## config.mk

```make
export PLATFORM = sky130hd
export DESIGN_NAME = banked_regfile
export DESIGN_NICKNAME = d
export VERILOG_FILES = /design/src/rtl/regfile_pkg.sv /design/src/rtl/rf_bank.sv /design/src/rtl/rf_ctrl.sv /design/src/rtl/banked_regfile.sv
export SDC_FILE = /design/constraint.sdc
export NUM_CORES = 2
export LEC_CHECK = 0
export CORE_MARGIN = 2
export CORE_UTILIZATION = 62
export CTS_CLUSTER_DIAMETER = 80
export CTS_CLUSTER_SIZE = 40
export DETAILED_ROUTE_END_ITERATION = 10
export PLACE_DENSITY = 0.8
export SLEW_MARGIN = 20
export SYNTH_ARGS = -nofsm -noshare
export SYNTH_HDL_FRONTEND = slang
export SYNTH_SLANG_ARGS = --single-unit
```

## constraint.sdc

```tcl
create_clock -name clk -period 5.5 [get_ports clk]
set_clock_uncertainty 0.15 [all_clocks]
set_input_delay 0.55 -clock clk [delete_from_list [all_inputs] [get_ports clk]]
set_output_delay 0.55 -clock clk [all_outputs]
set_load 0.01 [all_outputs]
```

## src/rtl/regfile_pkg.sv

```systemverilog
// Package: shared widths and reset-value computation for the banked
// register file. Assumes 32-bit words and a byte-sized memory that is
// at least 8 bytes.
package regfile_pkg;
    localparam int unsigned WORD_W   = 32;
    localparam int unsigned SP_INDEX = 0;
    localparam int unsigned SP_COPY  = 5;
    localparam int unsigned CARRY_BIT = 0;
    localparam int unsigned BANK_BIT  = 1;

    typedef logic [WORD_W-1:0] word_t;

    // Initial stack pointer: memory size minus one word, 8-byte aligned.
    function automatic word_t stack_top(input word_t mem_bytes);
        word_t raw;
        raw = mem_bytes - word_t'(4);
        return raw & ~word_t'(7);
    endfunction

    // Reset value of general register idx in the given bank.
    function automatic word_t gpr_reset_value(input int idx, input bit primary,
                                              input word_t mem_bytes);
        if (primary && (idx == SP_INDEX || idx == SP_COPY))
            return stack_top(mem_bytes);
        return '0;
    endfunction
endpackage

```

## src/rtl/rf_bank.sv

```systemverilog
// Module: one bank of general registers with two combinational read
// ports and one write port. Assumes the caller gates we with bank
// selection; reset values come from the package function.
module rf_bank
    import regfile_pkg::*;
#(
    parameter int unsigned NUM_REGS  = 16,
    parameter bit          IS_PRIMARY = 1'b1,
    parameter word_t       MEM_BYTES = 32'h0080_0000,
    localparam int unsigned AW = $clog2(NUM_REGS)
) (
    input  logic          clk,
    input  logic          rst_n,
    input  logic          we,
    input  logic [AW-1:0] waddr,
    input  word_t         wdata,
    input  logic [AW-1:0] raddr_a,
    input  logic [AW-1:0] raddr_b,
    output word_t         rdata_a,
    output word_t         rdata_b
);
    word_t regs [NUM_REGS];

    for (genvar i = 0; i < NUM_REGS; i++) begin : g_reg
        localparam word_t RST_VAL = gpr_reset_value(i, IS_PRIMARY, MEM_BYTES);

        // Hold register i; load on reset or on a matching write.
        always_ff @(posedge clk) begin
            if (!rst_n)
                regs[i] <= RST_VAL;
            else if (we && waddr == AW'(i))
                regs[i] <= wdata;
        end

        // a register not addressed by a write keeps its value
        a_r4_hold: assert property (@(posedge clk) disable iff (!rst_n)
            (!we || waddr != AW'(i)) |=> regs[i] == $past(regs[i]));

        // the cycle after reset shows the defined initial value
        a_r2_reset_value: assert property (@(posedge clk) disable iff (!rst_n)
            $past(!rst_n) |-> regs[i] == RST_VAL);
    end

    // Read both ports straight from the array.
    always_comb begin
        rdata_a = regs[raddr_a];
        rdata_b = regs[raddr_b];
    end
endmodule

```

## src/rtl/rf_ctrl.sv

```systemverilog
// Module: control register slots, status word with carry update, and
// the program counter holder. Assumes slot 0 is the status word and
// slots at or above NUM_IMPL are absent.
module rf_ctrl
    import regfile_pkg::*;
#(
    parameter int unsigned NUM_SLOTS = 32,
    parameter int unsigned NUM_IMPL  = 13,
    parameter word_t       PC_RESET  = '0,
    localparam int unsigned CAW = $clog2(NUM_SLOTS)
) (
    input  logic           clk,
    input  logic           rst_n,
    input  logic [CAW-1:0] cr_addr,
    input  logic           cr_wr_en,
    input  word_t          cr_wr_data,
    output word_t          cr_rd_data,
    input  logic           carry_we,
    input  logic           carry_in,
    output word_t          status,
    output word_t          pc
);
    word_t cregs [NUM_IMPL];
    logic  sr_write;

    assign sr_write = cr_wr_en && cr_addr == '0;

    // Status word: a write sets the upper bits; a carry update owns bit 0.
    always_ff @(posedge clk) begin
        if (!rst_n)
            cregs[0] <= '0;
        else begin
            if (sr_write)
                cregs[0] <= cr_wr_data;
            if (carry_we)
                cregs[0][CARRY_BIT] <= carry_in;
        end
    end

    for (genvar i = 1; i < NUM_IMPL; i++) begin : g_creg
        // Plain control slot i: cleared on reset, loaded on a matching write.
        always_ff @(posedge clk) begin
            if (!rst_n)
                cregs[i] <= '0;
            else if (cr_wr_en && cr_addr == CAW'(i))
                cregs[i] <= cr_wr_data;
        end
    end

    // Program counter holder: no fetch here, so it keeps its reset value.
    always_ff @(posedge clk) begin
        if (!rst_n)
            pc <= PC_RESET;
    end

    // Read mux: absent slots return zero.
    always_comb begin
        cr_rd_data = '0;
        for (int i = 0; i < NUM_IMPL; i++)
            if (cr_addr == CAW'(i))
                cr_rd_data = cregs[i];
    end

    assign status = cregs[0];

    // absent slots read as zero
    a_r7_absent_zero: assert property (@(posedge clk) disable iff (!rst_n)
        (int'(cr_addr) >= NUM_IMPL) |-> cr_rd_data == '0);

    // carry update writes bit 0 from carry_in
    a_r8_carry_value: assert property (@(posedge clk) disable iff (!rst_n)
        carry_we |=> status[CARRY_BIT] == $past(carry_in));

    // carry update alone keeps the other status bits
    a_r8_carry_only: assert property (@(posedge clk) disable iff (!rst_n)
        (carry_we && !sr_write) |=> status[WORD_W-1:1] == $past(status[WORD_W-1:1]));
endmodule

```

## src/rtl/banked_regfile.sv

```systemverilog
// Module: top of the banked register file. Routes the general ports to
// the bank chosen by status bit 1, bypasses same-cycle writes to reads,
// and exposes the control port. Assumes one write per cycle per side.
module banked_regfile
    import regfile_pkg::*;
#(
    parameter int unsigned NUM_REGS  = 16,
    parameter int unsigned NUM_SLOTS = 32,
    parameter int unsigned NUM_IMPL  = 13,
    parameter word_t       MEM_BYTES = 32'h0080_0000,
    parameter word_t       PC_RESET  = '0,
    localparam int unsigned AW  = $clog2(NUM_REGS),
    localparam int unsigned CAW = $clog2(NUM_SLOTS),
    localparam int unsigned NUM_BANKS = 2
) (
    input  logic           clk,
    input  logic           rst_n,
    input  logic [AW-1:0]  rd_a_addr,
    output logic [31:0]    rd_a_data,
    input  logic [AW-1:0]  rd_b_addr,
    output logic [31:0]    rd_b_data,
    input  logic           wr_en,
    input  logic [AW-1:0]  wr_addr,
    input  logic [31:0]    wr_data,
    input  logic [CAW-1:0] cr_addr,
    input  logic           cr_wr_en,
    input  logic [31:0]    cr_wr_data,
    output logic [31:0]    cr_rd_data,
    input  logic           carry_we,
    input  logic           carry_in,
    output logic           carry_out,
    output logic           bank_sel,
    output logic [31:0]    status_out,
    output logic [31:0]    pc_out
);
    word_t status;
    word_t bank_a [NUM_BANKS];
    word_t bank_b [NUM_BANKS];
    logic  active;

    rf_ctrl #(
        .NUM_SLOTS (NUM_SLOTS),
        .NUM_IMPL  (NUM_IMPL),
        .PC_RESET  (PC_RESET)
    ) u_ctrl (
        .clk        (clk),
        .rst_n      (rst_n),
        .cr_addr    (cr_addr),
        .cr_wr_en   (cr_wr_en),
        .cr_wr_data (cr_wr_data),
        .cr_rd_data (cr_rd_data),
        .carry_we   (carry_we),
        .carry_in   (carry_in),
        .status     (status),
        .pc         (pc_out)
    );

    assign active = status[BANK_BIT];

    for (genvar b = 0; b < NUM_BANKS; b++) begin : g_bank
        rf_bank #(
            .NUM_REGS   (NUM_REGS),
            .IS_PRIMARY (b == 0),
            .MEM_BYTES  (MEM_BYTES)
        ) u_bank (
            .clk     (clk),
            .rst_n   (rst_n),
            .we      (wr_en && (active == 1'(b))),
            .waddr   (wr_addr),
            .wdata   (wr_data),
            .raddr_a (rd_a_addr),
            .raddr_b (rd_b_addr),
            .rdata_a (bank_a[b]),
            .rdata_b (bank_b[b])
        );
    end

    // Pick the active bank and forward a same-cycle write to each port.
    always_comb begin
        rd_a_data = bank_a[active];
        rd_b_data = bank_b[active];
        if (wr_en && wr_addr == rd_a_addr)
            rd_a_data = wr_data;
        if (wr_en && wr_addr == rd_b_addr)
            rd_b_data = wr_data;
    end

    assign carry_out  = status[CARRY_BIT];
    assign bank_sel   = active;
    assign status_out = status;

    // the bank changes only after a status write
    a_r6_bank_after_write: assert property (@(posedge clk) disable iff (!rst_n)
        ($past(rst_n) && !$past(cr_wr_en && cr_addr == '0)) |-> $stable(bank_sel));

    // a value written is read back next cycle on port A, same bank
    a_r5_write_then_read: assert property (@(posedge clk) disable iff (!rst_n)
        ($past(rst_n) && $past(wr_en) && rd_a_addr == $past(wr_addr)
         && bank_sel == $past(bank_sel) && !wr_en) |-> rd_a_data == $past(wr_data));
endmodule

```

==> qor.yml <==
cts_tree: "yes"
htreeDepth: 2
min_from: "carry_in"
drive_above_1_share_pct: 17.01
yosys_warnings: 0
p_leak_nw: 29.45
syn_area_um2: 75110
start_util_pct: 62.52
synth_edf_count: 1440
utilization_pct: 67.93
rsz0062_at_grt: "false"
core_um2: 120100
die_area_um2: 123900
wire_per_inst_um: 32.14
fillCellCount: 8312
gp_congestion: 0.9743
grt_first_pass_wirelength_um: 334700
pin_count: 249
grt_pass1_vias: 48620
peakVddDrop_v: 0.0004201
ys_seq_elements: 1440
cts.sinks: 1440
layout_min_cycle_time_ns: 5.350
cts-root-buf: "clkbuf_16"
fin_crit_sh_pct: 97.27
setup_tns_ns: 0
regArea_um2: 43240
critPathArrivalTime_ns: 4.65
fmax_mhz: 186.9
path_clk_slew_ns: 0.14
area_growth_pct: 8.649
synthFlopType: "edfxtp_1"
drc: 0
antenna_found_initial: 4
hold_class: "in2reg"
cts-buffers-inserted: 59
synth_top_area_share_pct: 57.57
setup_violations: 0
status: "finished, final reports clean"
finalWirelength_um: 230400
yosysUniqueCellTypes: 76
drv_slew: 0
final_common_cell: "edfxtp_1"
postSynthCellCount: 5587
placementRows: 127
tightest_slew_ns: 1.163
grt_usage_pct: 36.53
dr.pass1.iters: 9
port_buffers: 216
hold_buffers: 0
die_w_um: 352.1
cts_buffer_depth: 3
crit_fanout: 22
syn_avg_cell_area_um2: 13.44
first_iter_violations: 8029
crit_path_start_kind: "flop"
worstSetupPathType: "reg2out"
cellPowerDensity_nw_per_um2: 267.2
yosys.area.top_type: "edfxtp_1"
finalHoldViolCount: 0
maxCapViolations: 0
synth.area.top_cells: "edfxtp_1 (58%), and2_1 (12%), mux4_2 (9.9%), mux2i_1 (3.8%), mux2_2 (2.0%)"
grt_max_degree: 80
layout_common_cells: "edfxtp_1 (1440), and2_1 (1404), mux4_2 (331)"
vias_per_cell: 7.024
fp.dieH_um: 352.1
ant_nets: 0
stdcell_count: 7169
dp.cells: 7060
yosysSeqAreaShare_pct: 57.57
multi_input_area_um2: 29730
hpwl_um: 152500
grt-ovfl-total: 0
worstSkewPairLatency_ns: 0.75
cts_resized: 0
cts_setup_buffers: 0
cp.required_ns: 4.80
relSlewSlack_pct: 22.29
worstReg2RegStart: "u_ctrl.cregs[0][1]"
vias: 50360
critPathCaptureType: "output pin"
postSynth.asyncResetShare_pct: 0
startpoint: "u_ctrl.cregs[0][1]"
nets: 5596
==> final cells by class <==
cell class / instances / area share [%]
Inverter: 10 / 0.04600
Timing Repair Buffer: 467 / 5.204
Clock buffer: 59 / 1.809
Tap cell: 1612 / 2.472
Antenna cell: 2 / 0.006133
Sequential cell: 1440 / 52.99
Clock inverter: 48 / 1.040
Multi-Input combinational cell: 3531 / 36.44
==> worst paths after layout <==
check                           slack, ns  cells past startpoint                           end
worst max register to register       1.55                      7   g_bank[1].u_bank.regs[3][0]
worst min-delay path                 0.37                      3            u_ctrl.cregs[0][0]
worst min register to register       1.92                      3  g_bank[1].u_bank.regs[2][30]
worst max-delay path                 0.15                      8                 rd_b_data[31]
==> layer usage <==
metal / up-vias / track usage (%) / share of wire (%)
li1: 20720 / - / -
met3: 528 / 9.252 / 14
met5: - / 0 / 0.010
met1: 25100 / 50.12 / 36
met4: 4 / 11.65 / 3.8
met2: 4016 / 57.79 / 47
==> report_power, final <==
group / internal (mW) / total, mW / switching (mW) / leakage [nW]
clock: 2.39 / 6.36 / 3.97 / 1.09
combinational: 1.06 / 2.80 / 1.74 / 13.5
sequential: 12.5 / 12.6 / 0.191 / 14.9
total: 15.9 / 21.8 / 5.90 / 29.5
==> registers in the layout, indices dropped and copies added, names as in the netlist <==
| signal | cells |
|---|---|
| g_bank.u_bank.regs | 1024 |
| u_ctrl.cregs | 416 |
==> cell usage after synthesis, types with 69 or more instances <==
cell type / count
mux4_2: 331
and2_1: 1404
buf_2: 128
buf_4: 99
nand2_1: 126
o22ai_1: 207
mux2i_1: 284
clkbuf_1: 403
edfxtp_1: 1440
mux2_2: 135
o21ai_0: 107
o21ai_1: 79
a22oi_1: 69
nor2_1: 161
==> kinds of logic (layout without fill, tap and decap cells) <==
kind of cell	after synthesis	in the layout	share of synthesized area, %
AOI/OAI and AO/OA	810	810	7.363
xor gates and xnor gates	8	8	0.09329
buffers and inverters	647	584	3.941
DFF	1440	1440	57.57
muxes	750	750	15.73
other	1	34	0.004993
and+or+nand+nor	1931	1931	15.29
==> stage by stage <==
stage	total power [mW]	setup WS, ns	hold slack, ns	cell area [um^2]
after global placement	15.54	0.7422	1.093	79270
after CTS	21.71	0.2836	0.3579	81590
after detailed placement	15.61	0.6576	1.146	79270
after floorplan	14.39	1.080	0.5795	75230
final	21.81	0.1502	0.3728	81610
after global routing	22.23	0.1507	0.3924	81600
==> worst max-delay path, cell delays in order (launching register included) <==
cell and delay, ns:
edfxtp_1 0.94, buf_4 0.34, nor4b_2 0.14, buf_4 0.29, a22o_1 0.22, a221oi_1 0.43, nand4_1 0.15, o31ai_1 0.67
clkdlybuf4s50_1 0.69
Note: power is estimated with default switching activity, not from simulation.
